## src/rtl/gpx_pkg.sv

```systemverilog
package gpx_pkg;
    localparam int ADDR_W = 4;

    localparam logic [ADDR_W-1:0] OFF_IEN   = 4'd0;
    localparam logic [ADDR_W-1:0] OFF_STAT  = 4'd1;
    localparam logic [ADDR_W-1:0] OFF_DISP  = 4'd2;
    localparam logic [ADDR_W-1:0] OFF_CLR   = 4'd3;
    localparam logic [ADDR_W-1:0] OFF_MSET  = 4'd4;
    localparam logic [ADDR_W-1:0] OFF_MCLR  = 4'd5;
    localparam logic [ADDR_W-1:0] OFF_OUT   = 4'd6;
    localparam logic [ADDR_W-1:0] OFF_IN    = 4'd7;
    localparam logic [ADDR_W-1:0] OFF_DIR   = 4'd8;
    localparam logic [ADDR_W-1:0] OFF_MODE0 = 4'd9;
    localparam logic [ADDR_W-1:0] OFF_MODE1 = 4'd10;

    typedef enum logic [2:0] {
        TRIG_FALL = 3'd0,
        TRIG_RISE = 3'd1,
        TRIG_LOW  = 3'd2,
        TRIG_HIGH = 3'd3,
        TRIG_BOTH = 3'd4
    } trig_e;
endpackage

```

## src/rtl/gpx_sync.sv

```systemverilog
module gpx_sync #(
    parameter int W = 16
) (
    input  logic         clk,
    input  logic         rst_n,
    input  logic [W-1:0] d,
    output logic [W-1:0] q
);
    logic [W-1:0] meta_q;

    always_ff @(posedge clk or negedge rst_n) begin
        if (!rst_n) begin
            meta_q <= '0;
            q      <= '0;
        end else begin
            meta_q <= d;
            q      <= meta_q;
        end
    end
endmodule

```

## src/rtl/gpx_pin_det.sv

```systemverilog
module gpx_pin_det
    import gpx_pkg::*;
(
    input  logic       clk,
    input  logic       rst_n,
    input  logic       lvl,
    input  logic [2:0] mode,
    output logic       evt
);
    logic prev_q;

    always_ff @(posedge clk or negedge rst_n) begin
        if (!rst_n) prev_q <= 1'b0;
        else        prev_q <= lvl;
    end

    always_comb begin
        unique case (mode)
            TRIG_FALL: evt = prev_q & ~lvl;
            TRIG_RISE: evt = ~prev_q & lvl;
            TRIG_LOW:  evt = ~lvl;
            TRIG_HIGH: evt = lvl;
            TRIG_BOTH: evt = prev_q ^ lvl;
            default:   evt = 1'b0;
        endcase
    end
endmodule

```

## src/rtl/gpio_irq_port.sv

```systemverilog
module gpio_irq_port
    import gpx_pkg::*;
#(
    parameter int PINS = 16
) (
    input  logic              clk,
    input  logic              rst_n,
    input  logic              wr_en,
    input  logic [3:0]        addr,
    input  logic [31:0]       wr_data,
    output logic [31:0]       rd_data,
    input  logic [PINS-1:0]   pin_in,
    output logic [PINS-1:0]   pin_out,
    output logic [PINS-1:0]   pin_oe,
    output logic              irq
);
    localparam int PAD  = 32 - PINS;
    localparam int NIBS = 8;

    logic [PINS-1:0] ien_q, stat_q, mask_q, out_q, dir_q;
    logic [PINS-1:0] lvl, evt, disp;
    logic [2:0]      mode_q [PINS];
    logic [31:0]     mode0_rd, mode1_rd;

    wire wr_ien  = wr_en && addr == OFF_IEN;
    wire wr_clr  = wr_en && addr == OFF_CLR;
    wire wr_mset = wr_en && addr == OFF_MSET;
    wire wr_mclr = wr_en && addr == OFF_MCLR;
    wire wr_out  = wr_en && addr == OFF_OUT;
    wire wr_dir  = wr_en && addr == OFF_DIR;

    gpx_sync #(.W(PINS)) u_sync (
        .clk(clk), .rst_n(rst_n), .d(pin_in), .q(lvl)
    );

    for (genvar p = 0; p < PINS; p++) begin : g_pin
        localparam int NIB = (p % NIBS) * 4;
        localparam logic [3:0] MOFF = (p < NIBS) ? OFF_MODE0 : OFF_MODE1;

        always_ff @(posedge clk or negedge rst_n) begin
            if (!rst_n)                      mode_q[p] <= 3'd0;
            else if (wr_en && addr == MOFF)  mode_q[p] <= wr_data[NIB +: 3];
        end

        gpx_pin_det u_det (
            .clk(clk), .rst_n(rst_n), .lvl(lvl[p]),
            .mode(mode_q[p]), .evt(evt[p])
        );
    end

    always_ff @(posedge clk or negedge rst_n) begin
        if (!rst_n) begin
            ien_q  <= '0;
            stat_q <= '0;
            mask_q <= '0;
            out_q  <= '0;
            dir_q  <= '0;
        end else begin
            if (wr_ien) ien_q <= wr_data[PINS-1:0];
            if (wr_out) out_q <= wr_data[PINS-1:0];
            if (wr_dir) dir_q <= wr_data[PINS-1:0];
            if (wr_mset)      mask_q <= mask_q | wr_data[PINS-1:0];
            else if (wr_mclr) mask_q <= mask_q & ~wr_data[PINS-1:0];
            // a live trigger outranks a clear in the same cycle
            stat_q <= (stat_q & ~({PINS{wr_clr}} & wr_data[PINS-1:0]))
                    | (ien_q & evt);
        end
    end

    always_comb begin
        mode0_rd = '0;
        mode1_rd = '0;
        for (int p = 0; p < PINS; p++) begin
            if (p < NIBS) mode0_rd[(p % NIBS)*4 +: 3] = mode_q[p];
            else          mode1_rd[(p % NIBS)*4 +: 3] = mode_q[p];
        end
    end

    assign disp    = stat_q & ~mask_q;
    assign irq     = |disp;
    assign pin_out = out_q;
    assign pin_oe  = dir_q;

    always_comb begin
        unique case (addr)
            OFF_IEN:              rd_data = {{PAD{1'b0}}, ien_q};
            OFF_STAT:             rd_data = {{PAD{1'b0}}, stat_q};
            OFF_DISP:             rd_data = {{PAD{1'b0}}, disp};
            OFF_MSET, OFF_MCLR:   rd_data = {{PAD{1'b0}}, mask_q};
            OFF_OUT:              rd_data = {{PAD{1'b0}}, out_q};
            OFF_IN:               rd_data = {{PAD{1'b0}}, lvl};
            OFF_DIR:              rd_data = {{PAD{1'b0}}, dir_q};
            OFF_MODE0:            rd_data = mode0_rd;
            OFF_MODE1:            rd_data = mode1_rd;
            default:              rd_data = '0;
        endcase
    end
endmodule

```

## config.mk

```make
export PLATFORM = sky130hd
export DESIGN_NAME = gpio_irq_port
export DESIGN_NICKNAME = d
export VERILOG_FILES = /design/src/rtl/gpx_pkg.sv /design/src/rtl/gpx_sync.sv /design/src/rtl/gpx_pin_det.sv /design/src/rtl/gpio_irq_port.sv
export SDC_FILE = /design/constraint.sdc
export NUM_CORES = 1
export LEC_CHECK = 0
export ABC_CLOCK_PERIOD_IN_PS = 4500
export BUFFER_PORTS_ARGS = -buffer_cell sky130_fd_sc_hd__buf_2
export CAP_MARGIN = 20
export CORE_ASPECT_RATIO = 1.25
export CORE_MARGIN = 2
export CORE_UTILIZATION = 35
export DETAILED_ROUTE_END_ITERATION = 12
export GPL_TIMING_DRIVEN = 0
export PLACE_DENSITY = 0.59
export SLEW_MARGIN = 20
export SYNTH_ARGS = -nofsm -noshare
export SYNTH_HDL_FRONTEND = slang
export SYNTH_HIERARCHICAL = 1
export SYNTH_SLANG_ARGS = --single-unit
```

## constraint.sdc

```tcl
create_clock -name clk -period 4.5 [get_ports clk]
set_clock_uncertainty 0.15 [all_clocks]
set_input_delay 1.35 -clock clk [delete_from_list [all_inputs] [get_ports clk]]
set_output_delay 1.35 -clock clk [all_outputs]
set_load 0.1 [all_outputs]
```

==> results by group, run 1 <==
Timing
  • Min Tclk post-route: 4.442 ns
  • Slew Limit Fails: 0
  • Final cycle utilization of the critical path: 98.71%
  • Max Fclk: 225.1 MHz
  • Slew margin rel.: 53.59%
  • Final Worst Setup Slack: 0.05807 ns
  • Setup_tns: 0 ns
  • Least-Margin Pin Slew: 0.6924 ns
  • RSZ-0062 raised after global routing: no
  • Final setup fails: 0
  • Fin. Hold Viols: 0

Power and ir drop
  • Power Dens Cells: 505.0 nW/um2
  • Internal power: 3.189 mW
  • Maximum vdd ir drop: 0.0002660 V
  • Flop pwr share: 42.0%
  • Logic pwr share: 30.5%
  • Total power: 5.275 mW
  • Clock power share: 27.5%
  • Net switching power figure: 2.087 mW
  • Leakage: 4.979 nW
  • Switch share: 39.55%

Routing
  • Via/cell ratio: 5.241
  • Violation count after the first detailed-route iteration: 483
  • Routed vias: 5985
  • Met2 WL: 12180 um
  • DRT Wirelength: 24170 um
  • DRC errors left: 0
  • Router iterations before antenna repair: 6
  • Metal1 wirelength: 10130 um
  • Top sig layer: met4
  • Wire length on met3: 1177 um
  • Wire per inst: 21.17 um
  • Post-route ant nets: 0

Final layout
  • Antenna diode count: 0
  • Fin nets: 891
  • Layout cells sized above 1: 35.62%
  • Finished Layout Cells: 1142
  • Fin util: 44.03%
  • Syn-to-layout area delta: 23.65%

Worst setup path
  • Worst r2r dst: stat_q[15]$_DFF_PN0_
  • Critical Path RT: 3.00 ns
  • WP data arrival: 2.94 ns
  • Critical path endpoint category: output port
  • Setup crit start kind: input pin
  • Critical path class: input pin to output port
  • Flop-to-flop setup slack: 2.50 ns
  • CP max FO: 6
  • Worst r2r path cells: 5
  • RR Startpoint: u_sync/q[15]$_DFF_PN0_

Global routing
  • Antenna violations before repair: 0
  • Total congestion overflow: 0
  • Total GRT Usage: 19.94%
  • Global-route wire length before repair: 37290 um
  • Vias in the first global route: 6119
  • Largest net degree at the start of global routing: 80

Yosys
  • Synth Register Bits: 176
  • Syn. warnings: 6
  • Synth top area cells: dfrtp_1 52%, mux2_2 10%, ha_1 4.7%
  • Most numerous cell in the Yosys netlist: dfrtp_1
  • Share of flip-flops with an asynchronous set or reset: 100.0%
  • Largest area contributor in the netlist: dfrtp_1
  • Post-Synthesis Cells: 665
  • Yosys top cell area share: 52.13%
  • Post-synth cell types: 41
  • Number of synthesized flops with an enable pin: 0
  • Seq/Total Area, Yosys: 52.13%
  • Commonest cells post-synth: 176 x dfrtp_1, 76 x mux2_2, 48 x inv_1
  • Syn_area_per_cell: 12.70 um2
  • Most used flip-flop cell after synthesis: dfrtp_1
  • Mapped Area: 8448 um2

Floorplan
  • Full die area: 25400 um2
  • Number of core rows: 63
  • Core ar.: 23730 um2
  • I/O Pins: 120
  • Die W: 143.0 um
  • Chip height: 177.7 um
  • Initial Util: 35.61%

Clock network
  • Worst-path clk slew: 0.07 ns
  • CTS sink cnt: 176
  • Root Driver: clkbuf_16
  • Latest clock arrival within the worst-skew pair: 0.43 ns
  • Number of H-tree levels: 4
  • Clock Path Buffers: 2
  • Hold buffer count at cts: 0
  • CTS tree: done
  • CTS Buf Count: 17

Worst hold path
  • Hold Path Stages: 0
  • HP Start: u_sync/meta_q[11]$_DFF_PN0_
  • Worst-case hold path end point: u_sync/q[11]$_DFF_PN0_
  • Hold Crit Class: register to register

Flow run
  • Max Cap Viol: 0

Placement
  • # placed instances: 1104
  • DPL Wire Length: 16950 um
  • GPL Wtd Cong: 0.8427
  • Port buffer count: 109
  • Pre-CTS setup slack: -0.8941 ns

Outcome
  • Outcome: completed
per-layer routing:
layer | track usage, % | up-vias
met2 | 32.97 | 168
met5 | 0 | -
li1 | - | 2720
met4 | 8.663 | 0
met3 | 3.913 | 37
met1 | 25.35 | 3060
how the worst max path moves through the flow:
stage,start,endpoint,slack (ns),cells after the start
final,addr[3],rd_data[9],0.06,8
after global routing,addr[1],rd_data[14],0.005,7
after CTS,addr[2],rd_data[9],-0.04,8
after detailed placement,addr[1],rd_data[9],-0.89,7
after global placement,rst_n,u_sync/q[2]$_DFF_PN0_,-1.04,1
after floorplan,addr[2],rd_data[9],-0.19,6
repair_timing:
action | 4_1_cts | 5_1_grt
hold endpoints to repair | 0 | 0
pin swaps | 6 | 5
setup endpoints to repair | 28 | 15
cloned | 0 | 1
setup buffers | 4 | 4
resized for setup | 54 | 12
cell type report:
type / count / area, um2
buffer: 33 / 284.0
clock buffer: 20 / 446.7
clock inverter: 12 / 125.1
fill: 2259 / 13280
inverter: 48 / 180.2
multi-input combinational: 408 / 3750
sequential: 176 / 4404
tap: 325 / 406.6
timing repair buffer: 120 / 849.6
critical path, stage by stage:
cell       delay, ns
buf_6           0.11
buf_12          0.11
and4b_1         0.20
buf_8           0.14
clkbuf_16       0.16
a222oi_1        0.33
nand4_1         0.27
buf_8           0.26
metrics by stage:
stage / hold slack [ns] / instance area, um2
global route: 0.2048 / 10450
CTS: 0.2006 / 10370
floorplan: 0.1812 / 8583
finish: 0.1971 / 10450
global placement: 0.1829 / 9535
detailed placement: 0.1847 / 9607
cells by family after synthesis:
logic type,count (synthesis),synth area share (%)
other,1,0.04439
DFF,176,52.13
buffers and inverters,84,4.517
and+or+nand+nor,100,7.642
muxes,144,19.16
adders and majority gates,32,4.739
AOI/OAI and AO/OA,112,10.10
xor gates and xnor gates,16,1.659
power groups by stage:
stage	Combinational, mW	Sequential, mW	Clock, mW
after floorplan	0.783	2.62	0
after global placement	1.54	2.23	0
after detailed placement	1.57	2.23	0
after CTS	1.61	2.21	1.49
after global routing	1.70	2.26	1.56
final	1.61	2.21	1.45
layout by cell type (no fill, tap or decap), types with 5 or more instances in the layout:
master	instances
dfrtp_1	176
a22oi_1	29
nand2_1	33
a22o_1	30
inv_1	48
nor2_1	10
buf_12	5
buf_4	34
a222oi_1	15
buf_2	84
nor2b_1	6
mux2_2	76
or4b_1	17
ha_1	32
nand4_1	8
nand3_2	5
nand3_1	5
o21ai_0	24
mux2i_1	32
xnor2_1	16
buf_6	13
clkbuf_2	5
mux2_1	26
mux2_4	10
clkbuf_16	19
Power figures use the tool's default switching activity.
==> run 2: changes to the inputs <==
Settings changed: SYNTH_HIERARCHICAL 1 to not set.
==> run 2 against run 1 <==
Design area down 1.1%. Clock-buffer cell count down 2. Register-to-register slack better by 0.21 ns. Sequential power about the same.
==> results by group, run 2 <==
Power and ir drop
  • Flop pwr share: 42.4% (+0.4 points)
  • Internal power: 3.151 mW (-1.2%)
  • Logic pwr share: 30.9% (+0.4 points)
  • Total power: 5.239 mW (-0.68%)
  • Switch share: 39.86% (+0.31 points)
  • Net switching power figure: 2.089 mW (about the same)
  • Power Dens Cells: 507.1 nW/um2 (+0.41%)
  • Maximum vdd ir drop: 0.0002906 V (+9.3%)
  • Leakage: 4.949 nW (-0.60%)
  • Clock power share: 26.8% (-0.7 points)

Yosys
  • Commonest cells post-synth: 176 x dfrtp_1, 82 x mux2_2, 54 x inv_1
  • Share of flip-flops with an asynchronous set or reset: 100.0% (unchanged)
  • Compound-Gate Fraction of Synth Area: 15.14% (+5.0 points)
  • Largest family of logic cells by synthesized area: compound AO/OA/AOI/OAI gates
  • Synth Area in Simple Gates: 7.949% (+0.31 points)
  • Post-synthesis adder-cell area fraction: 4.773% (+0.033 points)
  • Most used flip-flop cell after synthesis: dfrtp_1
  • Number of synthesized flops with an enable pin: 0 (unchanged)
  • Most numerous cell in the Yosys netlist: dfrtp_1
  • Post-synth cell types: 47 (+15%)
  • Synth top area cells: dfrtp_1 52%, mux2_2 11%, ha_1 4.8%
  • Synth Register Bits: 176 (unchanged)
  • Post-Synthesis Cells: 704 (+5.9%)
  • Yosys top cell area share: 52.50% (+0.37 points)
  • Mapped Area: 8389 um2 (-0.70%)
  • Syn_area_per_cell: 11.92 um2 (-6.2%)
  • XOR/XNOR share of the synthesized area: 0.9396% (-0.72 points)
  • Syn. warnings: 0 (-6)
  • Seq/Total Area, Yosys: 52.50% (+0.37 points)
  • Largest area contributor in the netlist: dfrtp_1
  • Mux share of post-synthesis cell area: 13.51% (-5.7 points)

Final layout
  • Layout cells sized above 1: 35.43% (-0.19 points)
  • Area of the multi-input gates: 3649 um2 (-2.7%)
  • Most common cell after layout, fill and taps aside: dfrtp_1
  • Fin nets: 932 (+4.6%)
  • Commonest non-fill, non-tap cells in the layout: 176 x dfrtp_1, 98 x buf_2, 82 x mux2_2, 54 x inv_1
  • Final Cell Area: 10330 um2 (-1.1%)
  • Finished Layout Cells: 1150 (+0.70%)
  • Syn-to-layout area delta: 23.16%
  • Antenna diode count: 0 (unchanged)
  • FILL cells: 2232 (-1.2%)
  • FF/Latch Area: 4404 um2 (unchanged)

Worst setup path
  • Critical path endpoint category: output port
  • Worst r2r dst: stat_q[2]$_DFF_PN0_
  • Flop-to-flop setup slack: 2.71 ns (+0.21 ns)
  • Setup crit start kind: input pin
  • WP data arrival: 2.92 ns (-0.02 ns)
  • Critical Path RT: 3.00 ns (about the same)
  • Critical path class: input pin to output port
  • Worst r2r path cells: 6 (+1)
  • CP max FO: 16 (+10)
  • RR Startpoint: u_sync.q[2]$_DFF_PN0_

Routing
  • Routed vias: 6416 (+7.2%)
  • Via/cell ratio: 5.579 (+6.5%)
  • DRT Wirelength: 25120 um (+3.9%)
  • Router iterations before antenna repair: 6 (unchanged)
  • Post-route ant nets: 0 (unchanged)
  • Violation count after the first detailed-route iteration: 578 (+20%)
  • Wire per inst: 21.85 um (+3.2%)
  • DRC errors left: 0 (unchanged)

Global routing
  • Antenna violations before repair: 1 (+1)
  • Total congestion overflow: 0 (unchanged)
  • Vias in the first global route: 6317 (+3.2%)
  • Global-route wire length before repair: 37990 um (+1.9%)
  • Largest net degree at the start of global routing: 91 (+14%)
  • Total GRT Usage: 20.31% (+0.37 points)

Clock network
  • CTS sink cnt: 176 (unchanged)
  • Worst-path clk slew: 0.07 ns (about the same)
  • CTS Buf Count: 17 (unchanged)
  • Hold buffer count at cts: 0 (unchanged)
  • Root Driver: clkbuf_16
  • Latest clock arrival within the worst-skew pair: 0.43 ns (about the same)
  • CTS tree: done
  • Number of H-tree levels: 4 (unchanged)
  • Clock Path Buffers: 2 (unchanged)

Timing
  • Least-Margin Pin Slew: 0.7080 ns (+0.01565 ns)
  • Final cycle utilization of the critical path: 98.33% (-0.38 points)
  • Slew Limit Fails: 0 (unchanged)
  • Min Tclk post-route: 4.425 ns (-0.01703 ns)
  • RSZ-0062 raised after global routing: no
  • Final setup fails: 0 (unchanged)
  • Setup_tns: 0 ns (unchanged)
  • Fin. Hold Viols: 0 (unchanged)
  • Slew margin rel.: 52.80% (-0.79 points)
  • Max Fclk: 226.0 MHz (+0.39%)

Placement
  • GPL Wtd Cong: 0.8423 (about the same)
  • Port buffer count: 107 (-1.8%)
  • DPL Wire Length: 17310 um (+2.1%)
  • Area after DPL: 9449 um2 (-1.6%)
  • # placed instances: 1107 (+0.27%)

Floorplan
  • Chip height: 177.1 um (-0.34%)
  • Die W: 142.5 um (-0.34%)
  • Core ar.: 23650 um2 (-0.33%)
  • Initial Util: 35.48% (-0.13 points)
  • Number of core rows: 63 (unchanged)
  • Full die area: 25230 um2 (-0.68%)
  • I/O Pins: 120 (unchanged)

Outcome
  • Outcome: completed

Worst hold path
  • Hold Path Stages: 0 (unchanged)
  • HP Start: u_sync.meta_q[1]$_DFF_PN0_
  • Hold Crit Class: register to register
  • Worst-case hold path end point: u_sync.q[1]$_DFF_PN0_

Flow run
  • Max Cap Viol: 0 (unchanged)
## run 2: layout make-up
| cell class | count | share of cell area (%) |
|---|---|---|
| sequential | 176 | 42.63 |
| clock inverter | 14 | 1.138 |
| timing repair buffer | 122 | 8.029 |
| tap | 292 | 3.536 |
| clock buffer | 18 | 4.250 |
| buffer | 37 | 3.148 |
| multi-input combinational | 437 | 35.31 |
| inverter | 54 | 1.962 |
## run 2: repair_timing
action                     CTS  global route
cloned                       0             2
pin swaps                    3             6
setup endpoints to repair   26            21
resized for setup           36            27
setup buffers                4             8
## run 2: worst max-delay path by stage
| stage | cells after the start | slack, ns | endpoint | startpoint |
|---|---|---|---|---|
| 2_1_floorplan | 6 | -0.18 | rd_data[2] | addr[1] |
| 3_3_place_gp | 1 | -1.03 | u_sync.meta_q[4]$_DFF_PN0_ | rst_n |
| 3_5_place_dp | 7 | -0.95 | rd_data[4] | addr[1] |
| 4_1_cts | 9 | -0.03 | rd_data[4] | addr[1] |
| 5_1_grt | 9 | 0.002 | rd_data[2] | addr[1] |
| 6_report | 7 | 0.08 | rd_data[9] | addr[2] |
## run 2: kinds of logic after synthesis
family	count (synthesis)
AOI/OAI and AO/OA	178
xor gates and xnor gates	9
adders and majority gates	32
buffers and inverters	94
DFF	176
muxes	100
other	1
and+or+nand+nor	114
## run 2: layer usage
metal  track usage (%)  wire [um]
met1             25.64      10310
met2             34.05      12680
met3             4.221       1499
met4             8.045        641
met5                 0          0
## run 2: through the flow
step           setup slack, ns  hold slack, ns  utilization (%)
2_1_floorplan          -0.1774          0.1812                -
3_3_place_gp            -1.034          0.1822            39.80
3_5_place_dp           -0.9462          0.1847            39.96
4_1_cts               -0.02605          0.1997            42.89
5_1_grt               0.001688          0.2049            43.69
6_report               0.07510          0.1955            43.69
## run 2: power groups by stage
stage               combinational [mW]  clock, mW  sequential, mW
floorplan                        0.787          0            2.61
global placement                  1.54          0            2.23
detailed placement                1.56          0            2.24
CTS                               1.60       1.44            2.21
global route                      1.71       1.50            2.26
finish                            1.62       1.40            2.22
## run 2: critical path, stage by stage
cell      delay [ns]
buf_6           0.14
and4bb_2        0.25
buf_6           0.17
buf_6           0.18
a222oi_1        0.36
nand4_1         0.18
buf_4           0.27
